### src/rtl/legacy_attr_pkg.sv
package legacy_attr_pkg;
    localparam int ATTR_REGS = 7;
    localparam int IDX_W     = $clog2(ATTR_REGS);
    localparam int BYTE_W    = 8;

    typedef logic [BYTE_W-1:0]      attr_byte_t;
    typedef attr_byte_t [ATTR_REGS-1:0] attr_bank_t;

    // register 0 holds only the 64 KB top segment in its upper field
    localparam attr_byte_t TOP_MASK  = 8'h30;
    localparam attr_byte_t PAIR_MASK = 8'h33;

    // bit positions inside one field pair
    localparam int RD_BIT   = 0;
    localparam int WR_BIT   = 1;
    localparam int HI_SHIFT = 4;

    typedef struct packed {
        logic             hit;
        logic [IDX_W-1:0] reg_idx;
        logic             hi_field;
    } seg_sel_t;

    typedef struct packed {
        attr_bank_t bank;
    } regfile_state_t;
endpackage

### src/rtl/attr_regfile.sv
module attr_regfile
    import legacy_attr_pkg::*;
#(
    parameter int OFF_W    = 8,
    parameter int BASE_OFF = 'h90
) (
    input  logic             clk,
    input  logic             rst_n,
    input  logic             cfg_we,
    input  logic [OFF_W-1:0] cfg_off,
    input  attr_byte_t       cfg_wdata,
    output attr_byte_t       cfg_rdata,
    output attr_bank_t       bank_o
);
    localparam logic [OFF_W-1:0] BASE_L  = OFF_W'(BASE_OFF);
    localparam logic [OFF_W-1:0] COUNT_L = OFF_W'(ATTR_REGS);

    regfile_state_t   st_d, st_q;
    attr_bank_t       keep_mask;
    logic [OFF_W-1:0] off_rel;
    logic             off_hit;
    logic [IDX_W-1:0] off_idx;

    for (genvar g = 0; g < ATTR_REGS; g++) begin : g_mask
        if (g == 0) begin : g_top
            assign keep_mask[g] = TOP_MASK;
        end else begin : g_pair
            assign keep_mask[g] = PAIR_MASK;
        end
    end

    assign off_rel = cfg_off - BASE_L;
    assign off_hit = (cfg_off >= BASE_L) && (off_rel < COUNT_L);
    assign off_idx = off_rel[IDX_W-1:0];

    always_comb begin
        st_d = st_q;
        if (cfg_we && off_hit) begin
            st_d.bank[off_idx] = cfg_wdata & keep_mask[off_idx];
        end
    end

    always_ff @(posedge clk or negedge rst_n) begin
        if (!rst_n) begin
            st_q <= '0;
        end else begin
            st_q <= st_d;
        end
    end

    always_comb begin
        cfg_rdata = '0;
        if (off_hit) begin
            cfg_rdata = st_q.bank[off_idx];
        end
    end

    assign bank_o = st_q.bank;
endmodule

### src/rtl/seg_decode.sv
module seg_decode
    import legacy_attr_pkg::*;
#(
    parameter int ADDR_W = 32
) (
    input  logic [ADDR_W-1:0] addr,
    output seg_sel_t          sel
);
    // window 0C0000h..0FFFFFh: zero above bit 19, bits 19:18 both set
    localparam int WIN_HI  = 20;
    localparam int QUAD_LO = 16;
    localparam int SEG_LO  = 14;

    logic              upper_zero;
    logic              in_win;
    logic              top_seg;
    logic [IDX_W-1:0]  pair_idx;

    assign upper_zero = (addr[ADDR_W-1:WIN_HI] == '0);
    assign in_win     = upper_zero && (addr[WIN_HI-1:WIN_HI-2] == 2'b11);
    assign top_seg    = (addr[WIN_HI-3:QUAD_LO] == 2'b11);
    assign pair_idx   = IDX_W'(addr[WIN_HI-3:SEG_LO+1]) + IDX_W'(1);

    always_comb begin
        sel.hit      = in_win;
        sel.reg_idx  = top_seg ? '0 : pair_idx;
        sel.hi_field = top_seg ? 1'b1 : addr[SEG_LO];
    end
endmodule

### src/rtl/route_select.sv
module route_select
    import legacy_attr_pkg::*;
(
    input  seg_sel_t   sel,
    input  attr_bank_t bank,
    input  logic       host_valid,
    input  logic       host_write,
    output logic       route_dram,
    output logic       route_bus
);
    attr_byte_t entry;
    logic [3:0] field;
    logic       enable;

    always_comb begin
        entry  = bank[sel.reg_idx];
        field  = sel.hi_field ? entry[HI_SHIFT +: 4] : entry[3:0];
        enable = host_write ? field[WR_BIT] : field[RD_BIT];
        route_dram = host_valid && (!sel.hit || enable);
        route_bus  = host_valid && sel.hit && !enable;
    end
endmodule

### src/rtl/legacy_attr_router.sv
module legacy_attr_router
    import legacy_attr_pkg::*;
#(
    parameter int ADDR_W   = 32,
    parameter int BASE_OFF = 'h90
) (
    input  logic              clk,
    input  logic              rst_n,
    input  logic              cfg_we,
    input  logic [7:0]        cfg_off,
    input  logic [7:0]        cfg_wdata,
    output logic [7:0]        cfg_rdata,
    input  logic              host_valid,
    input  logic              host_write,
    input  logic [ADDR_W-1:0] host_addr,
    output logic              route_dram,
    output logic              route_bus
);
    attr_bank_t bank;
    seg_sel_t   sel;

    attr_regfile #(
        .OFF_W    (8),
        .BASE_OFF (BASE_OFF)
    ) u_regs (
        .clk       (clk),
        .rst_n     (rst_n),
        .cfg_we    (cfg_we),
        .cfg_off   (cfg_off),
        .cfg_wdata (cfg_wdata),
        .cfg_rdata (cfg_rdata),
        .bank_o    (bank)
    );

    seg_decode #(.ADDR_W(ADDR_W)) u_dec (
        .addr (host_addr),
        .sel  (sel)
    );

    route_select u_route (
        .sel        (sel),
        .bank       (bank),
        .host_valid (host_valid),
        .host_write (host_write),
        .route_dram (route_dram),
        .route_bus  (route_bus)
    );
endmodule

### config.mk
export PLATFORM = sky130hd
export DESIGN_NAME = legacy_attr_router
export DESIGN_NICKNAME = d
export VERILOG_FILES = /design/src/rtl/legacy_attr_pkg.sv /design/src/rtl/attr_regfile.sv /design/src/rtl/seg_decode.sv /design/src/rtl/route_select.sv /design/src/rtl/legacy_attr_router.sv
export SDC_FILE = /design/constraint.sdc
export NUM_CORES = 1
export LEC_CHECK = 0
export BUFFER_PORTS_ARGS = -buffer_cell sky130_fd_sc_hd__buf_4
export CORE_MARGIN = 2
export CORE_UTILIZATION = 47
export CTS_BUF_LIST = sky130_fd_sc_hd__clkbuf_2
export DETAILED_ROUTE_END_ITERATION = 16
export GPL_TIMING_DRIVEN = 0
export HOLD_SLACK_MARGIN = 0.15
export PLACE_DENSITY = 0.9
export SYNTH_ARGS = -nofsm -noshare
export SYNTH_HDL_FRONTEND = slang
export SYNTH_SLANG_ARGS = --single-unit
### constraint.sdc
create_clock -name clk -period 2.3 [get_ports clk]
set_input_delay 0.46 -clock clk [delete_from_list [all_inputs] [get_ports clk]]
set_output_delay 0.46 -clock clk [all_outputs]
set_load 0.05 [all_outputs]
==> impl_results.md <==
* CTS tree: yes
* Nets at 295
* WP data required at 1840 ps
* Hold depth at 3
* Crit path kind: in2out
* Drt total wl at 5020 µm
* R2r setup slk at 1400 ps
* Core area at 3940 µm²
* Hold-critical path endpoint: u_regs.bank_o[44]
* Row Count at 23
* Synth unique cells at 49
* Final worst setup slack at -373 ps
* Ant diodes at 0
* I/O Pins at 63
* Worst Setup End Kind: primary output
* Yosys top cell area share at 36.9%
* Post-synth top cells: dfrtp_1, mux2_2, nor2_1
* Vias in the first global route at 1632
* Mapped Area at 1900 µm²
* Worst R2R Start: u_regs.bank_o[32]
* Die W at 67.6 µm
* Largest net degree at the start of global routing at 29
* Share of layout cells above drive strength 1 at 47.5%
* Via/cell ratio at 5.77
* DIE HEIGHT at 67.6 µm
* First-pass GRT wire length at 7750 µm
* Max H-tree Level at 1
* Synth warn at 0
* DR WL/cell at 17.3 µm
* CP Data Arrival Time at 2210 ps
* Max reg flops at 28
* Die area at 4570 µm²
* Final hold slack at 328 ps
* GPL Wtd Cong at 0.912
* Total power at 1.01 mW
* Synth area leader: dfrtp_1
* Register area at 701 µm²
* DR vias at 1672
* CP max FO at 8
* Placed cell area at 2300 µm²
* Power density over the cells at 402 nW/µm²
* Leakage at 1.17 nW
* Sequential-to-total area share from yosys stat at 36.9%
* Gr usage total at 23.1%
* Post-layout min period at 2670 ps
* Setup Skew at 0 ps
* Fin area at 2500 µm²
* Total clock sinks at 28
* Slew Limit Fails at 0
* TritonRoute pass-1 iters at 4
* Post-synthesis cell count at 186
* Leading post-synthesis cells by cell area: dfrtp_1, mux2_2, mux2_1, mux2_4, mux2i_1
* Area occupied by multi-input gates at 1200 µm²
* Inst Count DP at 276
* DP Wirelength at 3710 µm
* Final worst-path cycle share at 116%
* Max_cap viols at 0
* Worst-path clk slew at 260 ps
* CTS Root Cell: clkbuf_2
* Clock Latency Late Sink at 360 ps
* Reg2Reg Capture Point: u_regs.bank_o[32]
* RSZ-0062 raised after global routing: true
* Num CTS Buffers at 3
* Final setup vio count at 2
* Max Clk Rate at 374 MHz
* Antenna violations before repair at 0
* Ys flop type: dfrtp_1
* Overflow after GRT at 0
* Outcome: finished with violations
* Async S/R FF share, synth at 100%
* Max VDD drop at 0.000348 V
* Antenna Nets Post-Route at 0
* Initial Util at 48.2%
* CP startpoint kind: input pin
* Final Hold Vio Count at 0
* Syn_area_per_cell at 10.2 µm²
* Failing checks: setup timing
* DRC at 0
* # fillers at 321
* Hold wc startpoint: cfg_wdata[4]
* Layout Area Growth over Synthesis at 31.6%
* PortBufs at 37
* R2R depth at 1
* Non-filler cells, final at 290
* Count leader, synth: dfrtp_1
* Clk buf depth at 2
* Worst hold path class: in2reg
* Iteration-0 DRC Markers at 85
* Yosys reg bits at 28
* EDFF count, synth at 0
* Final Util at 63.4%
[routing by layer]
metal	global-route usage (%)	vias to the layer above	part of all wire, %
met5	0	-	0
met4	9.44	0	1.3
met3	3.33	8	7.4
met2	38.4	76	51
met1	30.0	796	41
li1	-	792	-
[repair_timing]
action,4_1_cts,5_1_grt
hold buffers,1,0
pin swaps,8,12
setup endpoints to repair,4,6
buffers inserted,7,2
endpoints found under the hold margin,28,0
gates resized for setup,15,9
[metrics by stage]
step	setup TNS, ps	setup WS [ps]
6_report	-721	-373
5_1_grt	-825	-403
4_1_cts	-735	-378
3_5_place_dp	-883	-488
3_3_place_gp	-668	-381
2_1_floorplan	-75.2	-51.9
[cell type report]
class                      instances  share of cell area [%]
clock buffer                       3                   0.601
multi-input combinational        143                    48.2
buffer                            15                    4.35
inverter                           3                   0.450
clock inverter                     1                   0.150
tap                               50                    2.50
timing repair buffer              47                    15.7
sequential                        28                    28.0
[placed cells by master, fill, tap and decap left out, types with 5 or more instances in the layout]
| cell | n |
|---|---|
| buf_4 | 45 |
| dfrtp_1 | 28 |
| mux2_2 | 18 |
| nor2_1 | 12 |
| o21ai_0 | 11 |
| nand2_1 | 9 |
| mux2i_1 | 7 |
| mux2_1 | 7 |
| nand3_1 | 6 |
| mux2_4 | 6 |
| clkbuf_2 | 5 |
| nand2b_1 | 5 |
| buf_8 | 5 |
[worst max-delay path by stage]
stage | start | to | slack, ps | cells past startpoint
after detailed placement | host_addr[15] | route_dram | -490 | 10
after CTS | host_addr[15] | route_bus | -380 | 11
after global placement | host_addr[15] | route_dram | -380 | 10
after floorplan | host_addr[16] | route_bus | -50 | 8
final | host_addr[15] | route_bus | -370 | 11
after global routing | host_addr[15] | route_bus | -400 | 11
[where the power goes]
| part | switching, mW | internal (mW) | leakage, nW |
|---|---|---|---|
| clock | 0.146 | 0.0378 | 0.0140 |
| sequential | 0.0224 | 0.516 | 0.382 |
| combinational | 0.140 | 0.144 | 0.773 |
[cells by family after synthesis]
family | after synthesis | synth area share (%)
buf+inv | 18 | 5.99
other cells | 1 | 0.197
compound gates | 40 | 14.7
mux | 38 | 23.1
fa+ha+maj | 1 | 0.659
xor+xnor | 1 | 0.461
simple gates | 59 | 18.1
flops | 28 | 36.9
[worst max-delay path: stages]
cell and delay, ps:
buf_8 100, ha_4 240, buf_8 140, and3_2 210
o21ai_0 230, a32oi_2 150, a22oi_2 180, a32oi_2 90
buf_4 150, nor2b_4 110, buf_8 150
Power figures use the tool's default switching activity.
